$ cat config.mk
export PLATFORM = sky130hd
export DESIGN_NAME = ctc_quad
export DESIGN_NICKNAME = d
export VERILOG_FILES = /design/src/rtl/ctc_pkg.sv /design/src/rtl/ctc_trig_sync.sv /design/src/rtl/ctc_prescale.sv /design/src/rtl/ctc_channel.sv /design/src/rtl/ctc_quad.sv
export SDC_FILE = /design/constraint.sdc
export NUM_CORES = 1
export LEC_CHECK = 0
export ABC_CLOCK_PERIOD_IN_PS = 2650
export BUFFER_PORTS_ARGS = -buffer_cell sky130_fd_sc_hd__buf_4
export CAP_MARGIN = 10
export CORE_MARGIN = 8
export CORE_UTILIZATION = 55
export CTS_CLUSTER_DIAMETER = 30
export DETAILED_ROUTE_END_ITERATION = 10
export PLACE_DENSITY = 0.7
export SYNTH_ARGS = -nofsm -noshare
export SYNTH_HDL_FRONTEND = slang
export SYNTH_SLANG_ARGS = --single-unit
$ cat constraint.sdc
create_clock -name clk -period 2.65 [get_ports clk]
set_input_delay 0.1325 -clock clk [delete_from_list [all_inputs] [get_ports clk]]
set_output_delay 0.1325 -clock clk [all_outputs]
set_load 0.005 [all_outputs]
$ cat src/rtl/ctc_pkg.sv
package ctc_pkg;
  localparam int NCH      = 4;
  localparam int NOUT     = 3;
  localparam int DW       = 8;
  localparam int PRE_LO   = 16;
  localparam int PRE_HI   = 256;
  localparam int PRE_W    = $clog2(PRE_HI);

  // control byte field positions
  localparam int B_CTRL   = 0;
  localparam int B_SRST   = 1;
  localparam int B_TCF    = 2;
  localparam int B_RISE   = 4;
  localparam int B_P256   = 5;
  localparam int B_CNTM   = 6;

  typedef struct packed {
    logic cnt_mode;
    logic pre256;
    logic rise;
  } ch_cfg_t;
endpackage

$ cat src/rtl/ctc_trig_sync.sv
module ctc_trig_sync (
  input  logic clk,
  input  logic rst_n,
  input  logic trig,
  input  logic rise_sel,
  output logic edge_hit
);
  logic s1_q, s2_q, s3_q;

  always_ff @(posedge clk or negedge rst_n) begin
    if (!rst_n) begin
      s1_q <= 1'b0;
      s2_q <= 1'b0;
      s3_q <= 1'b0;
    end else begin
      s1_q <= trig;
      s2_q <= s1_q;
      s3_q <= s2_q;
    end
  end

  always_comb begin
    if (rise_sel) edge_hit = s2_q & ~s3_q;
    else          edge_hit = ~s2_q & s3_q;
  end
endmodule

$ cat src/rtl/ctc_prescale.sv
module ctc_prescale
  import ctc_pkg::*;
(
  input  logic clk,
  input  logic rst_n,
  input  logic clr,
  input  logic en,
  input  logic sel_hi,
  output logic tick
);
  localparam logic [PRE_W-1:0] LIM_LO = PRE_W'(PRE_LO - 1);
  localparam logic [PRE_W-1:0] LIM_HI = PRE_W'(PRE_HI - 1);

  logic [PRE_W-1:0] pc_q, pc_d;
  logic [PRE_W-1:0] lim;

  always_comb begin
    lim  = sel_hi ? LIM_HI : LIM_LO;
    tick = en & ~clr & (pc_q == lim);
    pc_d = pc_q;
    if (clr)       pc_d = '0;
    else if (tick) pc_d = '0;
    else if (en)   pc_d = pc_q + 1'b1;
  end

  always_ff @(posedge clk or negedge rst_n) begin
    if (!rst_n) pc_q <= '0;
    else        pc_q <= pc_d;
  end
endmodule

$ cat src/rtl/ctc_channel.sv
module ctc_channel
  import ctc_pkg::*;
(
  input  logic          clk,
  input  logic          rst_n,
  input  logic          wr_hit,
  input  logic [DW-1:0] wr_data,
  input  logic          trig,
  output logic          zc,
  output logic          running,
  output logic          pending,
  output logic [DW-1:0] count
);
  ch_cfg_t       cfg_q, cfg_d;
  logic          run_q, run_d;
  logic          pend_q, pend_d;
  logic [DW-1:0] tc_q, tc_d;
  logic [DW-1:0] cnt_q, cnt_d;
  logic          zc_q, zc_d;
  logic          load;
  logic          edge_hit;
  logic          pre_tick;
  logic          tick;

  ctc_trig_sync u_sync (
    .clk      (clk),
    .rst_n    (rst_n),
    .trig     (trig),
    .rise_sel (cfg_q.rise),
    .edge_hit (edge_hit)
  );

  ctc_prescale u_pre (
    .clk    (clk),
    .rst_n  (rst_n),
    .clr    (load | ~run_q),
    .en     (run_q & ~cfg_q.cnt_mode),
    .sel_hi (cfg_q.pre256),
    .tick   (pre_tick)
  );

  always_comb begin
    load  = wr_hit & pend_q;
    tick  = run_q & (cfg_q.cnt_mode ? edge_hit : pre_tick);
    cfg_d = cfg_q;
    run_d = run_q;
    pend_d = pend_q;
    tc_d  = tc_q;
    cnt_d = cnt_q;
    zc_d  = 1'b0;
    if (load) begin
      tc_d   = wr_data;
      cnt_d  = wr_data;
      run_d  = 1'b1;
      pend_d = 1'b0;
    end else if (wr_hit && wr_data[B_CTRL]) begin
      cfg_d.cnt_mode = wr_data[B_CNTM];
      cfg_d.pre256   = wr_data[B_P256];
      cfg_d.rise     = wr_data[B_RISE];
      pend_d         = wr_data[B_TCF];
      if (wr_data[B_SRST]) run_d = 1'b0;
    end else if (tick) begin
      if (cnt_q == DW'(1)) begin
        cnt_d = tc_q;
        zc_d  = 1'b1;
      end else begin
        cnt_d = cnt_q - 1'b1;
      end
    end
  end

  always_ff @(posedge clk or negedge rst_n) begin
    if (!rst_n) begin
      cfg_q  <= '0;
      run_q  <= 1'b0;
      pend_q <= 1'b0;
      tc_q   <= '0;
      cnt_q  <= '0;
      zc_q   <= 1'b0;
    end else begin
      cfg_q  <= cfg_d;
      run_q  <= run_d;
      pend_q <= pend_d;
      tc_q   <= tc_d;
      cnt_q  <= cnt_d;
      zc_q   <= zc_d;
    end
  end

  assign zc      = zc_q;
  assign running = run_q;
  assign pending = pend_q;
  assign count   = cnt_q;
endmodule

$ cat src/rtl/ctc_quad.sv
module ctc_quad
  import ctc_pkg::*;
(
  input  logic            clk,
  input  logic            rst_n,
  input  logic            cs,
  input  logic            wr_en,
  input  logic [1:0]      ch_addr,
  input  logic [DW-1:0]   wr_data,
  input  logic [NCH-1:0]  trig,
  output logic [NOUT-1:0] zc_out
);
  logic [NCH-1:0]         zc_all;
  logic [NCH-1:0]         run_all;
  logic [NCH-1:0]         pend_all;
  logic [NCH-1:0][DW-1:0] cnt_all;

  for (genvar i = 0; i < NCH; i++) begin : g_ch
    localparam logic [1:0] IDX = 2'(i);
    logic hit;
    assign hit = cs & wr_en & (ch_addr == IDX);

    ctc_channel u_ch (
      .clk     (clk),
      .rst_n   (rst_n),
      .wr_hit  (hit),
      .wr_data (wr_data),
      .trig    (trig[i]),
      .zc      (zc_all[i]),
      .running (run_all[i]),
      .pending (pend_all[i]),
      .count   (cnt_all[i])
    );
  end

  assign zc_out = zc_all[NOUT-1:0];
endmodule

==> results.py <==
metrics = {
    "power_and_ir_drop": {
        "pwr_density_cell_mw_per_mm2": 865,
        "internal-power_mw": 3.17,
        "p_sw_mw": 1.67,
        "p_leak_nw": 2.55,
        "combPwrFrac_pct": 30.1,
        "switching_share_pct": 34.6,
        "vdd_ir_drop_max_mv": 0.409,
        "p_seq_share_pct": 47.8,
        "clockPowerShare_pct": 22.0,
    },
    "sta": {
        "hold_viol": 0,
        "finalCritPeriodShare_pct": 90.3,
        "period_minus_slack_ns": 2.39,
        "slew_violations": 0,
        "finalSetupTns_ns": 0,
        "relSlewSlack_pct": 56.9,
        "rsz0062_at_grt": "false",
        "fmax_mhz": 418,
        "setup_violations": 0,
        "finClkSkew_ns": 0.0113,
        "worst_pin_slew_ns": 0.647,
    },
    "clock_network": {
        "htreeDepth": 3,
        "cts_tree": "built",
        "cts_buffer_depth": 2,
        "cts_hold_buf": 4,
        "clk_pin_slew_ns": 0.09,
        "cts_buffers": 9,
        "post_cts_resized": 0,
        "root_buffer": "clkbuf_8",
        "post_cts_buffers": 0,
        "clock_sinks": 99,
        "clk_latency_ns": 0.35,
    },
    "detailed_routing": {
        "met1Wirelength_um": 5160,
        "wl_per_cell_um": 16.0,
        "via_per_inst": 5.82,
        "vias": 3978,
        "drt-total-wl_um": 11000,
        "drc": 0,
        "routed-wl-met3_um": 397,
        "dr.pass1.iters": 4,
        "wl_met2_um": 5240,
        "drtIter0Drc": 211,
        "antenna_left": 0,
        "dr.max_layer_used": "met4",
    },
    "run_status": {
        "status": "completed",
    },
    "cells_and_area": {
        "final_cells": 684,
        "diodes": 0,
        "layout.nets": 595,
        "layout-drive-gt1-share_pct": 12.2,
        "fillers": 798,
        "synthToLayoutAreaGrowth_pct": 10.1,
    },
    "logic_synthesis": {
        "yosysWarnings": 0,
        "synth_cell_types": 59,
        "synth_seq_cells": 99,
        "synth-edff-count": 0,
        "netlist_instances": 546,
        "yosysSeqAreaShare_pct": 48.7,
        "syn-cell-area_mm2": 0.00508,
        "async_reset_ff_share_pct": 100,
        "syn_nets": 573,
        "synth_area_per_cell_um2": 9.31,
        "synth_ff_type": "dfrtp_1",
    },
    "critical_path": {
        "critPathMaxFanout": 10,
        "cp.required_ns": 2.89,
        "cp.arrival_ns": 2.63,
        "start_kind": "flop",
        "rrSetupSlack_ns": 0.26,
        "worstSetupPathType": "flop to flop",
        "cp-end-kind": "flop",
    },
    "place": {
        "io_buffers": 19,
        "hpwl_um": 7560,
        "placed_cells": 664,
        "place.gp.congestion": 0.832,
    },
    "global_route": {
        "antenna_found_initial": 0,
        "grt_pass1_vias": 3945,
        "grt_first_pass_wirelength_um": 18600,
        "grt.total_usage_pct": 18.0,
        "grt_overflow": 0,
        "grt_max_degree": 63,
    },
    "floorplanning": {
        "rows": 35,
        "die-area_mm2": 0.0126,
        "fp.coreArea_mm2": 0.00911,
        "chipWidth_um": 112,
        "start_util_pct": 55.8,
        "die_height_um": 112,
        "io_pins": 21,
    },
    "job": {
        "max-cap-violations": 0,
    },
    "min_path": {
        "hp-class": "input port to flop",
    },
}
[cell usage after synthesis (2+ instances only)]
library cell,n,area [um^2]
nand2_1,111,417
dfrtp_1,99,2480
o21ai_0,44,220
nor2_1,34,128
a21oi_1,23,115
nand3_1,20,100
inv_1,19,71.3
mux2i_1,17,170
nor3_1,14,70.1
clkbuf_1,13,48.8
xnor2_1,13,114
and3_1,12,75.1
mux2_2,12,135
ha_1,9,113
nand2b_1,7,43.8
o22ai_1,7,43.8
nor2b_1,6,37.5
or3_1,6,37.5
nor3b_1,5,37.5
or4_1,5,37.5
a31o_2,4,35.0
a31oi_1,4,25.0
buf_2,4,20.0
buf_4,4,30.0
o211ai_1,4,30.0
o41ai_1,4,35.0
a21o_1,3,22.5
nor4_1,3,18.8
o21ai_1,3,15.0
o311ai_0,3,26.3
a211o_1,2,17.5
and3b_1,2,17.5
buf_6,2,22.5
o2111ai_1,2,17.5
o31ai_1,2,15.0
[path summary, 6_finish.rpt]
kind	from	endpoint	depth (start not counted)
min in group asynchronous	rst_n	g_ch[2].u_ch.tc_q[5]	2
max in group asynchronous	rst_n	g_ch[1].u_ch.pending	3
min reg2reg	g_ch[1].u_ch.u_sync.s1_q	g_ch[1].u_ch.u_sync.s2_q	0
max	g_ch[2].u_ch.count[1]	g_ch[2].u_ch.count[3]	7
max reg2reg	g_ch[2].u_ch.count[1]	g_ch[2].u_ch.count[3]	7
min	wr_data[7]	g_ch[1].u_ch.tc_q[7]	3
[per-stage QoR]
stage | area, um^2 | total power [mW] | hold slack, ns | setup slack [ns] | util, %
2_1_floorplan | 5080 | 3.41 | -0.163 | 0.378 | -
3_3_place_gp | 5340 | 3.70 | 0.135 | 0.346 | 58.6
3_5_place_dp | 5340 | 3.80 | 0.130 | 0.285 | 58.6
4_1_cts | 5600 | 4.89 | 0.0163 | 0.261 | 61.5
5_1_grt | 5600 | 5.18 | 0.0208 | 0.169 | 61.5
6_report | 5600 | 4.84 | 0.0312 | 0.256 | 61.5
[power by group through the flow]
stage               Combinational, mW  Sequential (mW)  Clock (mW)
floorplan                        1.19             2.21           0
global placement                 1.39             2.31           0
detailed placement               1.46             2.34           0
CTS                              1.47             2.32        1.10
global route                     1.65             2.38        1.15
finish                           1.46             2.32        1.07
[cell usage in the layout (no fill, tap or decap), types with 5 or more instances in the layout]
| cell | instances |
|---|---|
| nand2_1 | 111 |
| dfrtp_1 | 99 |
| o21ai_0 | 44 |
| nor2_1 | 34 |
| buf_4 | 29 |
| a21oi_1 | 23 |
| nand3_1 | 20 |
| inv_1 | 19 |
| mux2i_1 | 17 |
| nor3_1 | 14 |
| xnor2_1 | 13 |
| and3_1 | 12 |
| mux2_2 | 12 |
| clkbuf_8 | 10 |
| ha_1 | 9 |
| nand2b_1 | 7 |
| o22ai_1 | 7 |
| nor2b_1 | 6 |
| or3_1 | 6 |
| or4_1 | 5 |
| nor3b_1 | 5 |
[worst max-delay path: stages, from the launching register on]
cell and delay [ns]:
dfrtp_1 0.41, inv_1 0.11, ha_1 0.20, or3b_4 0.41, or4b_4 0.60, mux2_4 0.33
a21oi_2 0.13, a21oi_1 0.08
[logic make-up (layout without fill, tap and decap cells)]
logic type               count (synthesis)  count (layout)  synth area share (%)
AND/OR/NAND/NOR                        235             235                  22.1
AO/OA/AOI/OAI                          117             117                  14.4
flip-flops                              99              99                  48.7
buffers and inverters                   42              69                  3.79
multiplexers                            30              30                  6.30
XOR/XNOR                                14              14                  2.41
adder cells (fa/ha/maj)                  9               9                  2.22
[final cells by class]
class	instances	area, um^2	area share, %
Inverter	19	71.3	1.27
Multi-Input combinational cell	405	2410	43.1
Clock buffer	12	145	2.59
Timing Repair Buffer	34	278	4.96
Tap cell	111	139	2.48
Clock inverter	4	73.8	1.32
Sequential cell	99	2480	44.3
[sequential cells by signal, indices dropped and copies added, names as in the netlist, 9 cells and up]
signal	flops
g_ch.u_ch.tc_q	24
g_ch.u_ch.count	24
g_ch.u_ch.cfg_q	9
g_ch.u_ch.u_pre.pc_q	24
[metal layers]
layer | GRT usage [%] | vias up
met2 | 30.0 | 63
met5 | 0 | -
met3 | 3.65 | 15
met4 | 5.94 | 0
li1 | - | 1951
met1 | 22.9 | 1949
(Power assumes the default switching activity.)
